--- src/rtl/xu_pkg.sv ---
package xu_pkg;
   typedef enum logic [1:0] {
      XU_ADD = 2'd0,
      XU_SUB = 2'd1,
      XU_MUL = 2'd2
   } xu_op_e;
endpackage

--- src/rtl/xu_fifo.sv ---
module xu_fifo #(
   parameter int W     = 8,
   parameter int DEPTH = 4
) (
   input  logic         clk,
   input  logic         rst_n,
   input  logic         push,
   input  logic [W-1:0] wr_data,
   input  logic         pop,
   output logic [W-1:0] rd_data,
   output logic         empty,
   output logic         full
);
   initial begin
      assert (W >= 1) else $error("xu_fifo: W must be positive");
      assert (DEPTH >= 1) else $error("xu_fifo: DEPTH must be positive");
   end

   generate
      if (DEPTH == 1) begin : g_single
         logic [W-1:0] slot_q;
         logic         held_q;
         always_ff @(posedge clk) begin
            if (!rst_n) begin
               held_q <= 1'b0;
            end else if (push && !held_q) begin
               held_q <= 1'b1;
            end else if (pop && held_q) begin
               held_q <= 1'b0;
            end
         end
         always_ff @(posedge clk) begin
            if (push && !held_q) slot_q <= wr_data;
         end
         assign rd_data = slot_q;
         assign empty   = !held_q;
         assign full    = held_q;
      end else begin : g_ring
         localparam int PW = $clog2(DEPTH);
         localparam int CW = $clog2(DEPTH + 1);
         localparam logic [PW-1:0] LAST = PW'(DEPTH - 1);
         localparam logic [CW-1:0] CAP  = CW'(DEPTH);

         logic [W-1:0]  mem_q [DEPTH];
         logic [PW-1:0] wp_q, rp_q;
         logic [CW-1:0] cnt_q;
         logic          do_push, do_pop;

         assign full    = (cnt_q == CAP);
         assign empty   = (cnt_q == '0);
         assign do_push = push && !full;
         assign do_pop  = pop && !empty;
         assign rd_data = mem_q[rp_q];

         always_ff @(posedge clk) begin
            if (!rst_n) begin
               wp_q  <= '0;
               rp_q  <= '0;
               cnt_q <= '0;
            end else begin
               if (do_push) wp_q <= (wp_q == LAST) ? '0 : wp_q + 1'b1;
               if (do_pop)  rp_q <= (rp_q == LAST) ? '0 : rp_q + 1'b1;
               case ({do_push, do_pop})
                  2'b10:   cnt_q <= cnt_q + 1'b1;
                  2'b01:   cnt_q <= cnt_q - 1'b1;
                  default: cnt_q <= cnt_q;
               endcase
            end
         end

         always_ff @(posedge clk) begin
            if (do_push) mem_q[wp_q] <= wr_data;
         end
      end
   endgenerate
endmodule

--- src/rtl/xu_alu.sv ---
module xu_alu
   import xu_pkg::*;
#(
   parameter int WORD_W = 16
) (
   input  logic [WORD_W-1:0] lhs,
   input  logic [WORD_W-1:0] rhs,
   input  logic [1:0]        op,
   output logic [WORD_W-1:0] res
);
   logic [WORD_W-1:0] prod;

   assign prod = lhs * rhs;

   always_comb begin
      case (xu_op_e'(op))
         XU_ADD:  res = lhs + rhs;
         XU_SUB:  res = lhs - rhs;
         XU_MUL:  res = prod;
         default: res = lhs + rhs;
      endcase
   end
endmodule

--- src/rtl/xu_fanout.sv ---
module xu_fanout #(
   parameter int N_DST = 4,
   localparam int IDX_W = (N_DST > 1) ? $clog2(N_DST) : 1
) (
   input  logic             clk,
   input  logic             rst_n,
   input  logic             head_ok,
   input  logic [N_DST-1:0] dst_vld,
   input  logic             out_full,
   output logic             out_valid,
   output logic [IDX_W-1:0] cur_idx,
   output logic             pop
);
   logic [N_DST-1:0] sent_q;
   logic [N_DST-1:0] pending, cur_bit, left_after;
   logic             any, accept;

   assign pending = dst_vld & ~sent_q;
   assign any     = |pending;

   always_comb begin
      cur_idx = '0;
      cur_bit = '0;
      for (int k = N_DST - 1; k >= 0; k--) begin
         if (pending[k]) begin
            cur_idx = IDX_W'(k);
            cur_bit = '0;
            cur_bit[k] = 1'b1;
         end
      end
   end

   assign left_after = pending & ~cur_bit;
   assign out_valid  = head_ok && any;
   assign accept     = out_valid && !out_full;
   assign pop        = head_ok && (!any || (accept && (left_after == '0)));

   always_ff @(posedge clk) begin
      if (!rst_n)      sent_q <= '0;
      else if (pop)    sent_q <= '0;
      else if (accept) sent_q <= sent_q | cur_bit;
   end
endmodule

--- src/rtl/xu_exec_unit.sv ---
module xu_exec_unit #(
   parameter int WORD_W = 16,
   parameter int NODE_W = 7,
   parameter int N_DST  = 4,
   parameter int DEPTH  = 4
) (
   input  logic                     clk,
   input  logic                     rst_n,
   input  logic                     in_valid,
   input  logic [WORD_W-1:0]        in_lhs,
   input  logic [WORD_W-1:0]        in_rhs,
   input  logic [1:0]               in_op,
   input  logic [N_DST-1:0]         in_dst_vld,
   input  logic [N_DST*NODE_W-1:0]  in_dst_node,
   input  logic [N_DST-1:0]         in_dst_side,
   output logic                     in_full,
   output logic                     out_valid,
   output logic [WORD_W-1:0]        out_value,
   output logic [NODE_W-1:0]        out_node,
   output logic                     out_side,
   input  logic                     out_full
);
   localparam int IDX_W = (N_DST > 1) ? $clog2(N_DST) : 1;
   localparam int EXT_W = 2 * WORD_W + 2 + N_DST * (NODE_W + 2);

   initial begin
      assert (WORD_W >= 2) else $error("xu_exec_unit: WORD_W too small");
      assert (NODE_W >= 1) else $error("xu_exec_unit: NODE_W too small");
      assert (N_DST >= 1 && N_DST <= 16) else $error("xu_exec_unit: N_DST out of range");
      assert (DEPTH >= 1) else $error("xu_exec_unit: DEPTH must be positive");
   end

   logic [EXT_W-1:0]        wr_word, head_word;
   logic                    fifo_empty, fifo_pop;
   logic [WORD_W-1:0]       head_lhs, head_rhs;
   logic [1:0]              head_op;
   logic [N_DST-1:0]        head_vld, head_side;
   logic [N_DST*NODE_W-1:0] head_node;
   logic [IDX_W-1:0]        cur_idx;

   assign wr_word = {in_lhs, in_rhs, in_op, in_dst_vld, in_dst_side, in_dst_node};
   assign {head_lhs, head_rhs, head_op, head_vld, head_side, head_node} = head_word;

   xu_fifo #(.W(EXT_W), .DEPTH(DEPTH)) u_fifo (
      .clk     (clk),
      .rst_n   (rst_n),
      .push    (in_valid),
      .wr_data (wr_word),
      .pop     (fifo_pop),
      .rd_data (head_word),
      .empty   (fifo_empty),
      .full    (in_full)
   );

   xu_alu #(.WORD_W(WORD_W)) u_alu (
      .lhs (head_lhs),
      .rhs (head_rhs),
      .op  (head_op),
      .res (out_value)
   );

   xu_fanout #(.N_DST(N_DST)) u_fan (
      .clk       (clk),
      .rst_n     (rst_n),
      .head_ok   (!fifo_empty),
      .dst_vld   (head_vld),
      .out_full  (out_full),
      .out_valid (out_valid),
      .cur_idx   (cur_idx),
      .pop       (fifo_pop)
   );

   assign out_node = head_node[cur_idx*NODE_W +: NODE_W];
   assign out_side = head_side[cur_idx];
endmodule

--- config.mk ---
export PLATFORM = sky130hd
export DESIGN_NAME = xu_exec_unit
export DESIGN_NICKNAME = d
export VERILOG_FILES = /design/src/rtl/xu_pkg.sv /design/src/rtl/xu_fifo.sv /design/src/rtl/xu_alu.sv /design/src/rtl/xu_fanout.sv /design/src/rtl/xu_exec_unit.sv
export SDC_FILE = /design/constraint.sdc
export NUM_CORES = 1
export LEC_CHECK = 0
export ABC_AREA = 1
export BUFFER_PORTS_ARGS = -buffer_cell sky130_fd_sc_hd__buf_2
export CAP_MARGIN = 20
export CORE_UTILIZATION = 45
export CTS_CLUSTER_DIAMETER = 120
export DETAILED_ROUTE_END_ITERATION = 8
export GPL_ROUTABILITY_DRIVEN = 0
export PLACE_DENSITY = 0.65
export SYNTH_ARGS = -nofsm -noshare
export SYNTH_HDL_FRONTEND = slang
export SYNTH_HIERARCHICAL = 1
export SYNTH_SLANG_ARGS = --single-unit
--- constraint.sdc ---
create_clock -name clk -period 11.6 [get_ports clk]
set_input_delay 1.74 -clock clk [delete_from_list [all_inputs] [get_ports clk]]
set_output_delay 1.74 -clock clk [all_outputs]
set_load 0.05 [all_outputs]
==> results of run 1 <==
-- kinds of logic after synthesis --
group	share of synthesized area (%)
flip-flops	48.9
adder cells (fa/ha/maj)	14.3
AND/OR/NAND/NOR	15.7
AO/OA/AOI/OAI	10.3
buffers and inverters	9.34
XOR/XNOR	1.43
-- per-layer routing --
layer  vias up  routed length [um]
met5         -                  92
met4        14                 623
met3        59                2040
met2       256               20500
met1      5774               16800
li1       5906                   -
-- synthesized netlist by cell type (8+ instances only) --
master / instances / area (sq um)
nand2_1: 335 / 1260
inv_1: 303 / 1140
ha_1: 72 / 901
buf_2: 22 / 110
xnor2_1: 12 / 105
dfxtp_1: 13 / 260
fa_1: 82 / 1640
nor2_4: 42 / 473
o22ai_1: 31 / 194
o21ai_1: 39 / 195
o21ai_0: 129 / 646
a31oi_1: 8 / 50.1
edfxtp_1: 280 / 8410
nand3_1: 59 / 295
inv_2: 9 / 33.8
nor2_1: 138 / 518
buf_6: 9 / 101
o22ai_2: 40 / 500
xor2_1: 15 / 131
clkbuf_1: 40 / 150
a21oi_1: 31 / 155
-- stage by stage --
step,instances,worst slack (ps),area [sq um],hold WS (ps)
floorplan,1764,3560,17700,483
global placement,2326,2980,18600,518
detailed placement,2326,2850,18600,528
CTS,2374,2270,19500,541
global route,2374,1890,19500,575
finish,2377,2310,19500,538
-- layout make-up --
type,count,area (sq um)
Multi-Input combinational cell,1080,7420
Clock inverter,21,188
Antenna cell,3,7.51
Fill cell,3509,19300
Tap cell,518,648
Clock buffer,27,676
Sequential cell,293,8670
Inverter,314,1190
Timing Repair Buffer,121,661
-- path summary, 6_finish.rpt --
kind	cells past startpoint	slack (ps)	to	from
hold / removal	4	540	u_fan/sent_q[0]$_SDFFE_PP0P_	u_fan/sent_q[0]$_SDFFE_PP0P_
setup reg to reg	23	7690	u_fifo/g_ring.cnt_q[2]$_SDFFE_PN0P_	register
setup / recovery	25	2310	out_value[15]	register
hold reg to reg	4	540	u_fan/sent_q[0]$_SDFFE_PP0P_	u_fan/sent_q[0]$_SDFFE_PP0P_
-- worst max-delay path, delay by kind of cell (launching register included) --
family,cells,cell delay (ps)
compound gates,3,830
simple gates,8,710
buf+inv,7,1630
fa+ha+maj,7,3390
flops,1,420
-- state kept, by name (all words and copies together) (netlist names), named ones only --
| register | cells |
|---|---|
| u_fan/sent_q | 4 |
| u_fifo/g_ring.cnt_q | 3 |
| u_fifo/g_ring.wp_q | 2 |
| u_fifo/g_ring.mem_q | 280 |
| u_fifo/g_ring.rp_q | 2 |
==> flow_summary.json, run 1 <==
{
  "maxSlewViolCount": 0,
  "final_hold_viol_count": 0,
  "min_path_type": "reg2reg",
  "drc": 0,
  "io-pin-count": 100,
  "htreeDepth": 1,
  "drt_wl_total_um": 40100,
  "max_slew_margin_pct": 27.8,
  "use_met3_pct": 2.91,
  "syn_to_final_growth_pct": 9.85,
  "status": "complete, no violations",
  "netlist_area_sq_mm": 0.0177,
  "antenna_found_initial": 9,
  "use_met1_pct": 24.5,
  "grt_overflow": 0,
  "worstPathRequired_ps": 9860,
  "firstDrtPassIters": 6,
  "die-area_sq_mm": 0.0402,
  "crit_path_end_kind": "output pin",
  "fin_crit_sh_pct": 80.1,
  "cap_violations": 0,
  "setup_viol": 0,
  "drt_iter0_drc": 820,
  "worst_setup_path_start_kind": "register",
  "clkTransAtPathRegs_ps": 60,
  "tightest_slew_ps": 1080,
  "grt.total_usage_pct": 20.0,
  "io_buffer_count": 99,
  "ant_nets": 0,
  "die_h_um": 200,
  "hold_buffers": 0,
  "layout.nets": 2065,
  "worstPathMaxFanout": 62,
  "cts_max_path_buffers": 3,
  "grt_max_degree": 73,
  "cts_resized": 0,
  "row_count": 72,
  "fin_util_pct": 50.2,
  "core_sq_mm": 0.0387,
  "cp.arrival_ps": 7550,
  "tritoncts": "built",
  "grt_pass1_wl_um": 64000,
  "numClockSinks": 293,
  "wl_per_cell_um": 16.9,
  "final_common_cell": "nand2_1",
  "rsz0062_at_grt": "no",
  "synth_edf_count": 280,
  "clock.fmax_ghz": 0.108,
  "postCtsSetupBuffers": 0,
  "final_cell_mix": "nand2_1 (335), inv_1 (302), edfxtp_1 (280)",
  "min_period_ps": 9290,
  "avgViaCountPerCell": 5.05,
  "postSynthRegisterBits": 293,
  "gr-usage-met2_pct": 36.9,
  "clkLatencyLatePin_ps": 530,
  "synth_cell_type_count": 41,
  "fin_setup_tns_ps": 0,
  "cts_inserted_buffers": 27,
  "fin_skew_ps": 11.2,
  "syn_nets": 1992,
  "busiest_layer": "met2",
  "yosysWarningCount": 6,
  "die_w_um": 200,
  "vias": 12000,
  "ys_seq_area_share_pct": 48.9,
  "cp_slowest_stage_delay_ps": 650,
  "first_global_vias": 12300,
  "critPathKind": "reg2out",
  "worst_path_max_delay_cell": "buf_4",
  "async_reset_ff_share_pct": 0,
  "syn_area_per_cell_sq_um": 10.0,
  "initial_core_util_pct": 45.7,
  "clock-root-buffer": "clkbuf_16",
  "drive_above_1_share_pct": 15.0,
  "place_hpwl_um": 27700,
  "synth_cells": 1764,
  "path_common_cell": "fa_1",
  "synthFlopType": "edfxtp_1"
}
Power of run 1 is left out: the tool's default activity adds up to more than one toggle a clock period on the data nets, which glitch-free logic cannot reach.
==> run 2, diff against run 1 <==
==> constraint.sdc (replaced) <==
create_clock -name clk -period 9.05 [get_ports clk]
set_input_delay 1.3575 -clock clk [delete_from_list [all_inputs] [get_ports clk]]
set_output_delay 1.3575 -clock clk [all_outputs]
set_load 0.05 [all_outputs]
==> flow_summary.json, run 2 (synthesized netlist as in run 1, its figures left out) <==
{
  "status": "complete, no violations",
  "drt_iter0_drc": 729,
  "die_h_um": 200,
  "reg_top3": "u_fifo/g_ring.mem_q: 280 flops, u_fan/sent_q: 4 flops, u_fifo/g_ring.cnt_q: 3 flops",
  "crit_path_end_kind": "output pin",
  "final_common_cell": "nand2_1",
  "cap_violations": 0,
  "core_sq_mm": 0.0387,
  "critPathKind": "reg2out",
  "fin_setup_tns_ps": 0,
  "min_period_ps": 8480,
  "worst_path_max_delay_cell": "fa_1",
  "gr-usage-met2_pct": 36.1,
  "setup_viol": 0,
  "first_global_vias": 12300,
  "drc": 0,
  "maxSlewViolCount": 0,
  "clkLatencyLatePin_ps": 530,
  "clkTransAtPathRegs_ps": 60,
  "grt_max_degree": 71,
  "cts_max_path_buffers": 3,
  "grt_overflow": 0,
  "final_hold_viol_count": 0,
  "use_met1_pct": 25.0,
  "io-pin-count": 100,
  "cts_inserted_buffers": 27,
  "cp.arrival_ps": 7120,
  "tritoncts": "built",
  "drt_wl_total_um": 40300,
  "die-area_sq_mm": 0.0402,
  "rsz0062_at_grt": "no",
  "busiest_layer": "met2",
  "firstDrtPassIters": 5,
  "worstPathMaxFanout": 49,
  "fin_crit_sh_pct": 93.7,
  "tightest_slew_ps": 1080,
  "io_buffer_count": 99,
  "largest_reg_flops": 280,
  "cp_slowest_stage_delay_ps": 540,
  "hold_buffers": 0,
  "layout.nets": 2074,
  "use_met3_pct": 3.43,
  "wl_per_cell_um": 16.9,
  "max_slew_margin_pct": 27.8,
  "clock-root-buffer": "clkbuf_16",
  "cts_resized": 0,
  "regMostFlops": "u_fifo/g_ring.mem_q",
  "critical_path_depth": 25,
  "min_path_type": "reg2reg",
  "row_count": 72,
  "die_w_um": 200,
  "syn_to_final_growth_pct": 9.89,
  "avgViaCountPerCell": 5.10,
  "worstPathRequired_ps": 7690,
  "endpoint": "out_value[15]",
  "postCtsSetupBuffers": 0,
  "path_common_cell": "fa_1",
  "ant_nets": 0,
  "drive_above_1_share_pct": 15.3,
  "r2r-end": "u_fifo/g_ring.cnt_q[2]$_SDFFE_PN0P_",
  "crit_family": "adder cells",
  "place_hpwl_um": 28100,
  "grt.total_usage_pct": 20.1,
  "grt_pass1_wl_um": 64100,
  "cp_num_buf_inv": 7,
  "numClockSinks": 293,
  "fin_skew_ps": 16.7,
  "r2r_setup_slack_ps": 4920,
  "antenna_found_initial": 10,
  "initial_core_util_pct": 45.7,
  "worst_setup_path_start_kind": "register",
  "final_cell_mix": "nand2_1 (335), inv_1 (302), edfxtp_1 (280)",
  "clock.fmax_ghz": 0.118,
  "vias": 12200,
  "htreeDepth": 1,
  "rr_worst_depth": 24
}
run 2: changes by cell type in the layout (fill, tap and decap cells not counted), sizes merged:
cell,previous run,this run
inv,316,315
clkbuf,27,31
buf,121,130
diode,3,1
clkinv,12,11
bufinv,3,1
run 2: cell type report:
cell class                 count  area (sq um)
clock buffer                  31           691
timing repair buffer         130           728
inverter                     314          1190
multi-input combinational   1080          7420
antenna                        1          2.50
tap                          518           648
fill                        3558         19300
clock inverter                17           118
sequential                   293          8670
run 2: how the worst min path moves through the flow:
stage / startpoint / end / slack, ps / depth (start not counted)
after global placement: u_fifo/g_ring.cnt_q[0]$_SDFFE_PN0P_ / u_fifo/g_ring.cnt_q[0]$_SDFFE_PN0P_ / 530 / 2
after CTS: u_fan/sent_q[0]$_SDFFE_PP0P_ / u_fan/sent_q[0]$_SDFFE_PP0P_ / 530 / 4
after detailed placement: u_fan/sent_q[0]$_SDFFE_PP0P_ / u_fan/sent_q[0]$_SDFFE_PP0P_ / 520 / 4
after floorplan: u_fifo/g_ring.rp_q[1]$_SDFFE_PN0P_ / register / 480 / 2
final: u_fan/sent_q[0]$_SDFFE_PP0P_ / u_fan/sent_q[0]$_SDFFE_PP0P_ / 530 / 4
after global routing: u_fifo/g_ring.cnt_q[0]$_SDFFE_PN0P_ / u_fifo/g_ring.cnt_q[0]$_SDFFE_PN0P_ / 570 / 2
run 2: tightest hold or removal path: stages, from the launching register on:
cell and delay [ps]:
dfxtp_1 300, inv_2 50, nand2_1 50, inv_1 50
nor2_2 40
run 2: metrics by stage:
step                      hold WS, ps  cells  utilization [%]  setup WS, ps  area (sq um)
after detailed placement          521   2335             48.2          1120         18700
after global placement            525   2335             48.2          1180         18700
after floorplan                   483   1764                -          1400         17700
final                             532   2384             50.3           573         19500
after CTS                         534   2383             50.3           561         19500
after global routing              570   2383             50.3           159         19500
run 2: per-layer routing:
layer,up-vias,part of all wire [%]
li1,5915,-
met1,5882,42
met2,273,50
met3,78,5.2
met4,12,2.2
met5,-,0.17
Power of run 2 is left out for the same reason.
